**src/rtl/serial_tx_pkg.sv**
```systemverilog
package serial_tx_pkg;

    localparam int DATA_W        = 8;
    localparam int ADDR_W        = 2;
    localparam int TICKS_PER_BIT = 16;
    localparam int TCNT_W        = 6;
    localparam int STAT_FREE     = 5;
    localparam int STAT_EMPTY    = 6;

    typedef enum logic [ADDR_W-1:0] {
        A_HOLD = 2'd0,
        A_CTRL = 2'd1,
        A_STAT = 2'd2,
        A_NONE = 2'd3
    } reg_addr_e;

    // control word, MSB first
    typedef struct packed {
        logic       spare;
        logic       brk;
        logic       stick;
        logic       even;
        logic       par_en;
        logic       stop_long;
        logic [1:0] len;
    } ctrl_t;

    // fields captured per frame
    typedef struct packed {
        logic       stick;
        logic       even;
        logic       par_en;
        logic       stop_long;
        logic [1:0] len;
    } frame_cfg_t;

    typedef enum logic [2:0] {
        S_IDLE,
        S_START,
        S_DATA,
        S_PAR,
        S_STOP
    } tx_state_e;

    function automatic frame_cfg_t cfg_of(ctrl_t c);
        frame_cfg_t f;
        f.stick     = c.stick;
        f.even      = c.even;
        f.par_en    = c.par_en;
        f.stop_long = c.stop_long;
        f.len       = c.len;
        return f;
    endfunction

    function automatic logic [3:0] word_bits(logic [1:0] len);
        return 4'd5 + {2'b00, len};
    endfunction

    function automatic logic [DATA_W-1:0] word_mask(logic [1:0] len);
        logic [DATA_W-1:0] m;
        for (int i = 0; i < DATA_W; i++) begin
            m[i] = (i < int'(word_bits(len)));
        end
        return m;
    endfunction

    function automatic logic parity_of(frame_cfg_t f, logic [DATA_W-1:0] d);
        logic [DATA_W-1:0] m;
        m = d & word_mask(f.len);
        if (f.stick) begin
            return ~f.even;
        end
        return f.even ? (^m) : ~(^m);
    endfunction

    function automatic logic [TCNT_W-1:0] stop_len(frame_cfg_t f);
        if (!f.stop_long) begin
            return TCNT_W'(TICKS_PER_BIT);
        end
        if (f.len == 2'b00) begin
            return TCNT_W'(TICKS_PER_BIT + TICKS_PER_BIT / 2);
        end
        return TCNT_W'(2 * TICKS_PER_BIT);
    endfunction

endpackage

```
**src/rtl/serial_tx_baud.sv**
```systemverilog
module serial_tx_baud #(
    parameter int BAUD_DIV = 4
) (
    input  logic clk,
    input  logic rst,
    input  logic run,
    output logic tick
);
    localparam int CW = (BAUD_DIV > 1) ? $clog2(BAUD_DIV) : 1;
    localparam logic [CW-1:0] LAST = CW'(BAUD_DIV - 1);

    logic [CW-1:0] cnt;

    always_ff @(posedge clk) begin
        if (rst || !run) begin
            cnt <= '0;
        end else if (cnt == LAST) begin
            cnt <= '0;
        end else begin
            cnt <= cnt + 1'b1;
        end
    end

    assign tick = run && (cnt == LAST);
endmodule

```
**src/rtl/serial_tx_regs.sv**
```systemverilog
module serial_tx_regs
    import serial_tx_pkg::*;
(
    input  logic              clk,
    input  logic              rst,
    input  logic              bus_cs,
    input  logic              bus_as_n,
    input  logic              bus_wr_n,
    input  logic              bus_rd_n,
    input  logic [ADDR_W-1:0] bus_addr,
    input  logic [DATA_W-1:0] bus_wdata,
    input  logic              hold_take,
    input  logic              busy,
    output ctrl_t             ctrl_q,
    output logic [DATA_W-1:0] hold_data,
    output logic              hold_full,
    output logic              hold_we,
    output logic [DATA_W-1:0] bus_rdata
);
    logic      as_prev;
    reg_addr_e addr_q;
    logic      wr_act;
    logic      ctrl_we;
    logic [DATA_W-1:0] stat_word;

    always_ff @(posedge clk) begin
        if (rst) begin
            as_prev <= 1'b1;
            addr_q  <= A_HOLD;
        end else begin
            as_prev <= bus_as_n;
            if (as_prev && !bus_as_n) begin
                addr_q <= reg_addr_e'(bus_addr);
            end
        end
    end

    assign wr_act  = bus_cs && !bus_wr_n;
    assign hold_we = wr_act && (addr_q == A_HOLD) && !hold_full;
    assign ctrl_we = wr_act && (addr_q == A_CTRL);

    always_ff @(posedge clk) begin
        if (rst) begin
            ctrl_q    <= '0;
            hold_data <= '0;
            hold_full <= 1'b0;
        end else begin
            if (ctrl_we) begin
                ctrl_q <= ctrl_t'(bus_wdata);
            end
            if (hold_we) begin
                hold_data <= bus_wdata;
                hold_full <= 1'b1;
            end else if (hold_take) begin
                hold_full <= 1'b0;
            end
        end
    end

    always_comb begin
        stat_word             = '0;
        stat_word[STAT_FREE]  = !hold_full;
        stat_word[STAT_EMPTY] = !hold_full && !busy;
    end

    always_comb begin
        bus_rdata = '0;
        if (bus_cs && !bus_rd_n) begin
            unique case (addr_q)
                A_CTRL:  bus_rdata = ctrl_q;
                A_STAT:  bus_rdata = stat_word;
                default: bus_rdata = '0;
            endcase
        end
    end
endmodule

```
**src/rtl/serial_tx_shifter.sv**
```systemverilog
module serial_tx_shifter
    import serial_tx_pkg::*;
(
    input  logic              clk,
    input  logic              rst,
    input  logic              tick,
    input  logic              hold_full,
    input  logic [DATA_W-1:0] hold_data,
    input  frame_cfg_t        cfg_in,
    input  logic              brk,
    output logic              hold_take,
    output logic              busy,
    output logic              tx_line
);
    tx_state_e         state;
    frame_cfg_t        cfg;
    logic [DATA_W-1:0] shreg;
    logic              par_q;
    logic [2:0]        bit_idx;
    logic [TCNT_W-1:0] tcnt;
    logic [TCNT_W-1:0] lim;
    logic              line_q;
    logic              bit_end;
    logic              last_data;

    assign lim       = (state == S_STOP) ? stop_len(cfg) : TCNT_W'(TICKS_PER_BIT);
    assign bit_end   = tick && (tcnt == lim - 1'b1);
    assign last_data = ({1'b0, bit_idx} == word_bits(cfg.len) - 4'd1);
    assign hold_take = hold_full && ((state == S_IDLE) || ((state == S_STOP) && bit_end));
    assign busy      = (state != S_IDLE);

    always_ff @(posedge clk) begin
        if (rst) begin
            state   <= S_IDLE;
            cfg     <= '0;
            shreg   <= '0;
            par_q   <= 1'b0;
            bit_idx <= '0;
            tcnt    <= '0;
            line_q  <= 1'b1;
        end else if (hold_take) begin
            state   <= S_START;
            cfg     <= cfg_in;
            shreg   <= hold_data;
            par_q   <= parity_of(cfg_in, hold_data);
            bit_idx <= '0;
            tcnt    <= '0;
            line_q  <= 1'b0;
        end else if (tick && busy) begin
            if (!bit_end) begin
                tcnt <= tcnt + 1'b1;
            end else begin
                tcnt <= '0;
                unique case (state)
                    S_START: begin
                        state   <= S_DATA;
                        line_q  <= shreg[0];
                        shreg   <= shreg >> 1;
                        bit_idx <= '0;
                    end
                    S_DATA: begin
                        if (last_data) begin
                            state  <= cfg.par_en ? S_PAR : S_STOP;
                            line_q <= cfg.par_en ? par_q : 1'b1;
                        end else begin
                            bit_idx <= bit_idx + 1'b1;
                            line_q  <= shreg[0];
                            shreg   <= shreg >> 1;
                        end
                    end
                    S_PAR: begin
                        state  <= S_STOP;
                        line_q <= 1'b1;
                    end
                    default: begin
                        state  <= S_IDLE;
                        line_q <= 1'b1;
                    end
                endcase
            end
        end
    end

    assign tx_line = line_q && !brk;
endmodule

```
**src/rtl/serial_tx_linectl.sv**
```systemverilog
module serial_tx_linectl
    import serial_tx_pkg::*;
#(
    parameter int BAUD_DIV = 4
) (
    input  logic              clk,
    input  logic              rst,
    input  logic              bus_cs,
    input  logic              bus_as_n,
    input  logic              bus_wr_n,
    input  logic              bus_rd_n,
    input  logic [ADDR_W-1:0] bus_addr,
    input  logic [DATA_W-1:0] bus_wdata,
    output logic [DATA_W-1:0] bus_rdata,
    output logic              tx_line,
    output logic              hold_ready_n
);
    ctrl_t             ctrl_q;
    logic [DATA_W-1:0] hold_data;
    logic              hold_full;
    logic              hold_we;
    logic              hold_take;
    logic              sh_busy;
    logic              baud_tick;

    serial_tx_regs u_regs (
        .clk       (clk),
        .rst       (rst),
        .bus_cs    (bus_cs),
        .bus_as_n  (bus_as_n),
        .bus_wr_n  (bus_wr_n),
        .bus_rd_n  (bus_rd_n),
        .bus_addr  (bus_addr),
        .bus_wdata (bus_wdata),
        .hold_take (hold_take),
        .busy      (sh_busy),
        .ctrl_q    (ctrl_q),
        .hold_data (hold_data),
        .hold_full (hold_full),
        .hold_we   (hold_we),
        .bus_rdata (bus_rdata)
    );

    serial_tx_baud #(.BAUD_DIV(BAUD_DIV)) u_baud (
        .clk  (clk),
        .rst  (rst),
        .run  (sh_busy),
        .tick (baud_tick)
    );

    serial_tx_shifter u_shift (
        .clk       (clk),
        .rst       (rst),
        .tick      (baud_tick),
        .hold_full (hold_full),
        .hold_data (hold_data),
        .cfg_in    (cfg_of(ctrl_q)),
        .brk       (ctrl_q.brk),
        .hold_take (hold_take),
        .busy      (sh_busy),
        .tx_line   (tx_line)
    );

    assign hold_ready_n = hold_full;
endmodule

```
**config.mk**
```make
export PLATFORM = sky130hd
export DESIGN_NAME = serial_tx_linectl
export DESIGN_NICKNAME = d
export VERILOG_FILES = /design/src/rtl/serial_tx_pkg.sv /design/src/rtl/serial_tx_baud.sv /design/src/rtl/serial_tx_regs.sv /design/src/rtl/serial_tx_shifter.sv /design/src/rtl/serial_tx_linectl.sv
export SDC_FILE = /design/constraint.sdc
export NUM_CORES = 1
export LEC_CHECK = 0
export ABC_AREA = 1
export ABC_CLOCK_PERIOD_IN_PS = 5200
export BUFFER_PORTS_ARGS = -buffer_cell sky130_fd_sc_hd__buf_2
export CORE_UTILIZATION = 55
export DETAILED_ROUTE_END_ITERATION = 16
export PLACE_DENSITY = 0.75
export SYNTH_ARGS = -nofsm -noshare
export SYNTH_HDL_FRONTEND = slang
export SYNTH_SLANG_ARGS = --single-unit
export TNS_END_PERCENT = 30
```
**constraint.sdc**
```tcl
create_clock -name clk -period 5.2 [get_ports clk]
set_input_delay 0.52 -clock clk [delete_from_list [all_inputs] [get_ports clk]]
set_output_delay 0.52 -clock clk [all_outputs]
set_load 0.02 [all_outputs]
```
==> flow_summary.ini, run 1 <==
[outcome]
outcome = completed

[clocking]
cts_hold_buf = 0
cts_resized = 0
htree_levels = 2
clockRootBuffer = clkbuf_8
clk_path_buf_depth = 2
clk_pin_slew_worst_paths_ns = 0.09
cts_tree = yes
clock-sinks = 48
clkLatencyLatePin_ns = 0.31
post_cts_buffers = 0
cts_buffers = 5

[logic_synthesis]
synthAdderAreaFrac_pct = 3.102
synthMuxAreaShare_pct = 0
ys_ff_latch = 48
synth-compound-area-share_pct = 13.96
ys.warnings.count = 0
synth_area_um2 = 2420
netlist_instances = 352
seq_area_frac_synth_pct = 39.71
yosys.area_share.simple_pct = 32.99
synth_top_family_by_area = simple AND/OR/NAND/NOR gates
synth_area_per_cell_um2 = 6.874
yosysUniqueCellTypes = 30
syn_nets = 374
synthXorXnorAreaFrac_pct = 1.448

[hold_path]
hold_depth = 3
worstHoldEndpoint = u_regs.as_prev$_SDFF_PP1_
hold_start = bus_as_n
hold_class = in2reg

[finish]
drive_gt1_share_pct = 12.47
area_delta_synth_final_pct = 11.32
nets = 398
finalNonFillerCells = 427
antennaDiodeCount = 0

[setup_path]
r2r-end = u_shift.tcnt[3]$_SDFFE_PP0P_
worst-r2r-setup-slack_ns = 3.09
cp_max_fo = 26
end_kind = flop
reg2regPathDepth = 12
critPathLaunchType = flop
critPathArrivalTime_ns = 2.32
path_class = reg2reg
required_ns = 5.41
r2r-start = u_shift.tcnt[0]$_SDFFE_PP0P_

[placed_design]
gp_congestion = 0.8581
placedCellCount = 419
numPortBuffers = 25
post-dp-hpwl_um = 3843

[die]
die_y_um = 68.33
start_util_pct = 58.80
io-pin-count = 26
coreArea_um2 = 4115
die_w_um = 68.33
die_area_um2 = 4669
num_rows = 23

[route]
via_count = 2238
drcViolationCount = 0
routed_via_density = 5.241
routed_wl_um = 5093
antenna_left = 0
routedWlPerCell_um = 11.93
initialDrtViolationCount = 121
drtPass1Iterations = 6

[power]
p_int_mw = 0.5879
switching_power_mw = 0.1993
power_mw = 0.7872
power.leakage_nw = 1.224
power_frac_comb_pct = 12.0
ir_drop_v = 0.0001377
swShare_pct = 25.32
clkPwrFrac_pct = 37.4
seqPwrFrac_pct = 50.6
powerDensity_nw_per_um2 = 292.2

[sta]
period_share_pct = 40.55
final.setup_skew_ns = 0.007622
fmaxAchievable_ghz = 0.4742
fin_setup_tns_ns = 0
slew_viol_final = 0
rsz0062_at_grt = false
setup_violations = 0
slew_headroom_pct = 56.82
tightest_slew_ns = 0.6470
finalHoldViolations = 0
period_minus_slack_ns = 2.109

[global_route]
grt_max_degree = 27
grt_usage_pct = 24.70
grt_pass1_wl_um = 8542
antenna_found_initial = 0
grt_pass1_vias = 2002
grt_remaining_overflow = 0

[job]
max_cap_viol_count = 0
==> worst max-delay path: stages, from the launching register on <==
cell     delay (ns)
dfxtp_1        0.38
ha_1           0.19
nand2_1        0.07
nor2_1         0.11
nand3_2        0.10
nor2_4         0.23
nand2_4        0.11
nand2_4        0.12
nand2_4        0.18
nand2_2        0.22
inv_1          0.10
nand2_1        0.12
nor2_1         0.06
==> cell usage after synthesis <==
cell / count / area [um^2]
a21oi_1: 34 / 170.2
a31o_2: 1 / 8.760
a31oi_1: 1 / 6.260
buf_2: 2 / 10.01
buf_6: 1 / 11.26
clkbuf_1: 5 / 18.77
clkinv_1: 1 / 3.750
dfxtp_1: 48 / 960.9
ha_1: 6 / 75.07
inv_1: 42 / 157.7
inv_2: 3 / 11.26
nand2_1: 78 / 292.8
nand2_2: 3 / 18.77
nand2_4: 3 / 33.78
nand3_1: 37 / 185.2
nand3_2: 1 / 10.01
nand3b_1: 2 / 15.01
nand4_1: 8 / 50.05
nor2_1: 31 / 116.4
nor2_4: 2 / 22.52
nor3_1: 8 / 40.04
nor3b_1: 1 / 7.510
o211ai_1: 1 / 7.510
o21a_1: 1 / 7.510
o21ai_0: 21 / 105.1
o21ai_1: 5 / 25.02
o21bai_1: 1 / 7.510
or2_2: 1 / 6.260
xnor2_1: 1 / 8.760
xor2_1: 3 / 26.28
==> how the worst max path moves through the flow <==
stage	startpoint	end	slack, ns	cells past startpoint
6_report	u_shift.tcnt[0]$_SDFFE_PP0P_	u_shift.tcnt[3]$_SDFFE_PP0P_	3.09	12
4_1_cts	u_regs.addr_q[1]$_SDFFE_PP0P_	bus_rdata[5]	3.08	7
5_1_grt	u_shift.tcnt[0]$_SDFFE_PP0P_	u_shift.tcnt[3]$_SDFFE_PP0P_	2.87	12
3_5_place_dp	u_shift.tcnt[0]$_SDFFE_PP0P_	u_shift.tcnt[3]$_SDFFE_PP0P_	3.13	12
2_1_floorplan	bus_cs	bus_rdata[0]	3.41	4
3_3_place_gp	u_shift.tcnt[0]$_SDFFE_PP0P_	u_shift.tcnt[4]$_SDFFE_PP0P_	3.22	12
==> power by group through the flow <==
stage / combinational (mW) / clock, mW / sequential [mW]
finish: 0.0947 / 0.294 / 0.398
global route: 0.111 / 0.316 / 0.400
CTS: 0.0945 / 0.301 / 0.398
detailed placement: 0.0941 / 0 / 0.407
global placement: 0.0924 / 0 / 0.406
floorplan: 0.0720 / 0 / 0.403
==> sequential cells by signal, summed over array words and instances (netlist names) <==
register	count
u_shift.tcnt	6
u_regs.ctrl_q	8
u_regs.hold_full	1
u_regs.hold_data	8
u_baud.cnt	2
u_shift.line_q	1
u_shift.par_q	1
u_regs.as_prev	1
u_shift.shreg	8
u_regs.addr_q	2
u_shift.bit_idx	3
u_shift.cfg	4
u_shift.state	3
==> layer usage <==
metal	part of all wire [%]	vias up	track usage, %
met2	43	54	39.83
met3	4.1	9	5.667
li1	-	1194	-
met5	0	-	0
met4	1.9	0	10.16
met1	51	981	31.41
==> layout make-up <==
| type | count | area [um^2] |
|---|---|---|
| Fill cell | 370 | 1421 |
| Multi-Input combinational cell | 250 | 1246 |
| Sequential cell | 48 | 960.9 |
| Inverter | 46 | 172.7 |
| Timing Repair Buffer | 25 | 125.1 |
| Clock buffer | 7 | 96.34 |
| Tap cell | 50 | 62.56 |
| Clock inverter | 1 | 30.03 |
==> cell families after synthesis <==
family | Yosys count
xor+xnor | 4
simple gates | 175
flops | 48
buf+inv | 54
compound gates | 65
fa+ha+maj | 6
==> cell usage in the layout, fill, tap and decap left out, drive strengths merged, types with 2 or more instances in the layout <==
cell type | synthesis | layout
ha | 6 | 6
xor2 | 3 | 3
nand4 | 8 | 8
buf | 3 | 25
nand2 | 84 | 84
inv | 45 | 45
nor3 | 8 | 8
nor2 | 33 | 33
nand3 | 38 | 38
a21oi | 34 | 34
o21ai | 26 | 26
dfxtp | 48 | 48
nand3b | 2 | 2
clkbuf | 5 | 7
==> per-stage QoR <==
step / hold WS [ns] / setup WS (ns) / area (um^2) / utilization [%]
final: 0.4069 / 3.091 / 2694 / 65.46
after detailed placement: 0.4441 / 3.127 / 2567 / 62.39
after CTS: 0.4015 / 3.083 / 2694 / 65.46
after global routing: 0.4141 / 2.867 / 2694 / 65.46
after global placement: 0.4126 / 3.218 / 2567 / 62.39
after floorplan: 0.3983 / 3.413 / 2420 / -
Power figures use the tool's default switching activity.
==> run 2: changes to the inputs <==
--- a/config.mk
+++ b/config.mk
@@ -6,9 +6,9 @@
 export NUM_CORES = 1
 export LEC_CHECK = 0
 export ABC_AREA = 1
-export ABC_CLOCK_PERIOD_IN_PS = 5200
+export ABC_CLOCK_PERIOD_IN_PS = 1800
 export BUFFER_PORTS_ARGS = -buffer_cell sky130_fd_sc_hd__buf_2
-export CORE_UTILIZATION = 55
+export CORE_UTILIZATION = 52
 export DETAILED_ROUTE_END_ITERATION = 16
 export PLACE_DENSITY = 0.75
 export SYNTH_ARGS = -nofsm -noshare
==> constraint.sdc (replaced) <==
create_clock -name clk -period 1.8 [get_ports clk]
set_input_delay 0.18 -clock clk [delete_from_list [all_inputs] [get_ports clk]]
set_output_delay 0.18 -clock clk [all_outputs]
set_load 0.02 [all_outputs]
==> run 2 against run 1 <==
Sequential power grew to 2.9 times the previous value. Combinational power grew to 3.1 times the previous value. First-iteration DRC count increased by 50%. Total power grew to 2.8 times the previous value. Design area is 2.8% higher. Via count increased by 2.7%. Count of clock-buffer cells in the layout down 2. Register-to-register slack worse by 2.9 ns. Routed wire length grew 4.4%. Non-clock buffer count increased by 8. Hold slack lost 0.34 ns. Setup slack worse by 3.0 ns. Critical path type is now reg2out. Critical endpoint is now bus_rdata[5]. Largest power group unchanged. Highest routed layer unchanged.
==> flow_summary.ini, run 2 (synthesis gave the netlist of run 1 again) <==
[outcome]
outcome = completed

[setup_path]
reg2regPathDepth = 12
path_class = reg2out
crit_top_cell = inv_1
r2r-start = u_shift.tcnt[0]$_SDFFE_PP0P_
critPathTopFamily = buffers and inverters
worstPathCellList = inv_1 > ha_2 > inv_1 > o21ai_1 > nand3_1 > inv_1 > buf_2
critPathBufInv = 4
r2r-end = u_shift.tcnt[5]$_SDFFE_PP0P_
cp_slowest_cell = dfxtp_1
end_kind = output port
critPathLaunchType = flop
slowest_delay_ns = 0.32
worst-r2r-setup-slack_ns = 0.15
critPathArrivalTime_ns = 1.49
required_ns = 1.62
cp_max_fo = 7

[placed_design]
numPortBuffers = 25
placedCellCount = 429
post-place-ws_ns = 0.06773
gp_congestion = 0.8505
postPlaceCellArea_um2 = 2630
post-dp-hpwl_um = 4012

[job]
max_cap_viol_count = 0

[clocking]
cts_tree = yes
htree_levels = 2
cts_buffers = 5
cts_hold_buf = 0
cts_resized = 0
post_cts_buffers = 0
clk_pin_slew_worst_paths_ns = 0.09
clock-sinks = 48
clockRootBuffer = clkbuf_8
clk_path_buf_depth = 2
clkLatencyLatePin_ns = 0.30

[power]
powerDensity_nw_per_um2 = 803.5
clkPwrFrac_pct = 35.2
power_mw = 2.226
ir_drop_v = 0.0004390
p_int_mw = 1.631
power_frac_comb_pct = 13.1
power.leakage_nw = 1.269
switching_power_mw = 0.5946
swShare_pct = 26.71
seqPwrFrac_pct = 51.7

[sta]
final.setup_skew_ns = 0.005437
finalHoldViolations = 0
slew_headroom_pct = 74.21
period_minus_slack_ns = 1.668
slew_viol_final = 0
layout_setup_ws_ns = 0.1321
tightest_slew_ns = 0.3859
period_share_pct = 92.66
fmaxAchievable_ghz = 0.5996
setup_violations = 0
fin_setup_tns_ns = 0
rsz0062_at_grt = true
whs_ns = 0.07003

[global_route]
grt_max_degree = 21
grt_pass1_wl_um = 8928
grt_pass1_vias = 2012
grt_remaining_overflow = 0
antenna_found_initial = 0
grt_usage_pct = 22.77

[die]
num_rows = 24
die_y_um = 70.22
start_util_pct = 54.82
coreArea_um2 = 4414
die_area_um2 = 4930
die_w_um = 70.22
io-pin-count = 26

[finish]
mostFrequentLayoutCells = 77 x nand2_1, 45 x dfxtp_1, 42 x inv_1
layout_commonest_cell = nand2_1
antennaDiodeCount = 0
finalNonFillerCells = 437
drive_gt1_share_pct = 16.36
area_delta_synth_final_pct = 14.48
final_core_util_pct = 62.76
stdcell_area_um2 = 2770
largestRegisters = u_regs.ctrl_q: 8 flops, u_regs.hold_data: 8 flops, u_shift.shreg: 8 flops
nets = 406

[route]
initialDrtViolationCount = 181
via_count = 2299
routed_wl_um = 5318
routedWlPerCell_um = 12.17
drtPass1Iterations = 4
drcViolationCount = 0
routed_via_density = 5.261
antenna_left = 0

[hold_path]
worstHoldEndpoint = u_regs.as_prev$_SDFF_PP1_
hold_class = in2reg
hold_start = bus_as_n
hold_depth = 3
## run 2: cell count changes in the layout (fill, tap and decap cells not counted), sizes merged
cell | previous run | this run
buf | 25 | 33
clkbuf | 7 | 5
clkinv | 1 | 2
clkinvlp | 0 | 1
## run 2: area by class of cell
| cell class | count | area, um^2 |
|---|---|---|
| repair buffers | 33 | 188.9 |
| clock buffers | 5 | 68.82 |
| well taps | 52 | 65.06 |
| inverters | 46 | 172.7 |
| flip-flops and latches | 48 | 964.7 |
| fillers | 420 | 1644 |
| clock inverters | 3 | 42.54 |
| multi-input cells | 250 | 1267 |
## run 2: power groups by stage
stage               sequential (mW)  combinational [mW]  clock [mW]
floorplan                      1.17               0.208           0
global placement               1.17               0.277           0
detailed placement             1.17               0.283           0
CTS                            1.15               0.285       0.798
global route                   1.16               0.333       0.843
finish                         1.15               0.291       0.784
## run 2: worst reg2reg max path, stage by stage, from the launching register on
cell     delay (ns)
dfxtp_2        0.36
ha_1           0.17
nand2_1        0.08
nor2_2         0.12
nand3_2        0.10
nor2_4         0.12
nand2_4        0.09
nand2_4        0.07
nand2_4        0.08
nand2_2        0.10
inv_1          0.09
nand2_1        0.13
nor2_1         0.05
## run 2: layer usage
| layer | routed length, um | GRT usage (%) | vias to the layer above |
|---|---|---|---|
| li1 | - | - | 1214 |
| met1 | 2596 | 29.69 | 1020 |
| met2 | 2400 | 36.65 | 57 |
| met3 | 226 | 4.906 | 8 |
| met4 | 95 | 9.111 | 0 |
| met5 | 0 | 0 | - |
## run 2: how the worst max path moves through the flow
| stage | startpoint | to | slack (ns) | depth (start not counted) |
|---|---|---|---|---|
| 3_5_place_dp | u_shift.tcnt[0]$_SDFFE_PP0P_ | u_shift.shreg[2]$_SDFFE_PP0P_ | 0.07 | 12 |
| 5_1_grt | u_regs.addr_q[0]$_SDFFE_PP0P_ | bus_rdata[3] | -0.02 | 5 |
| 4_1_cts | u_shift.tcnt[0]$_SDFFE_PP0P_ | u_shift.bit_idx[0]$_SDFFE_PP0P_ | 0.05 | 11 |
| 3_3_place_gp | u_shift.tcnt[0]$_SDFFE_PP0P_ | u_shift.bit_idx[0]$_SDFFE_PP0P_ | 0.11 | 12 |
| 6_report | u_regs.addr_q[1]$_SDFFE_PP0P_ | bus_rdata[5] | 0.13 | 7 |
| 2_1_floorplan | u_shift.tcnt[0]$_SDFFE_PP0P_ | u_shift.line_q$_SDFFE_PP1P_ | 0.11 | 11 |
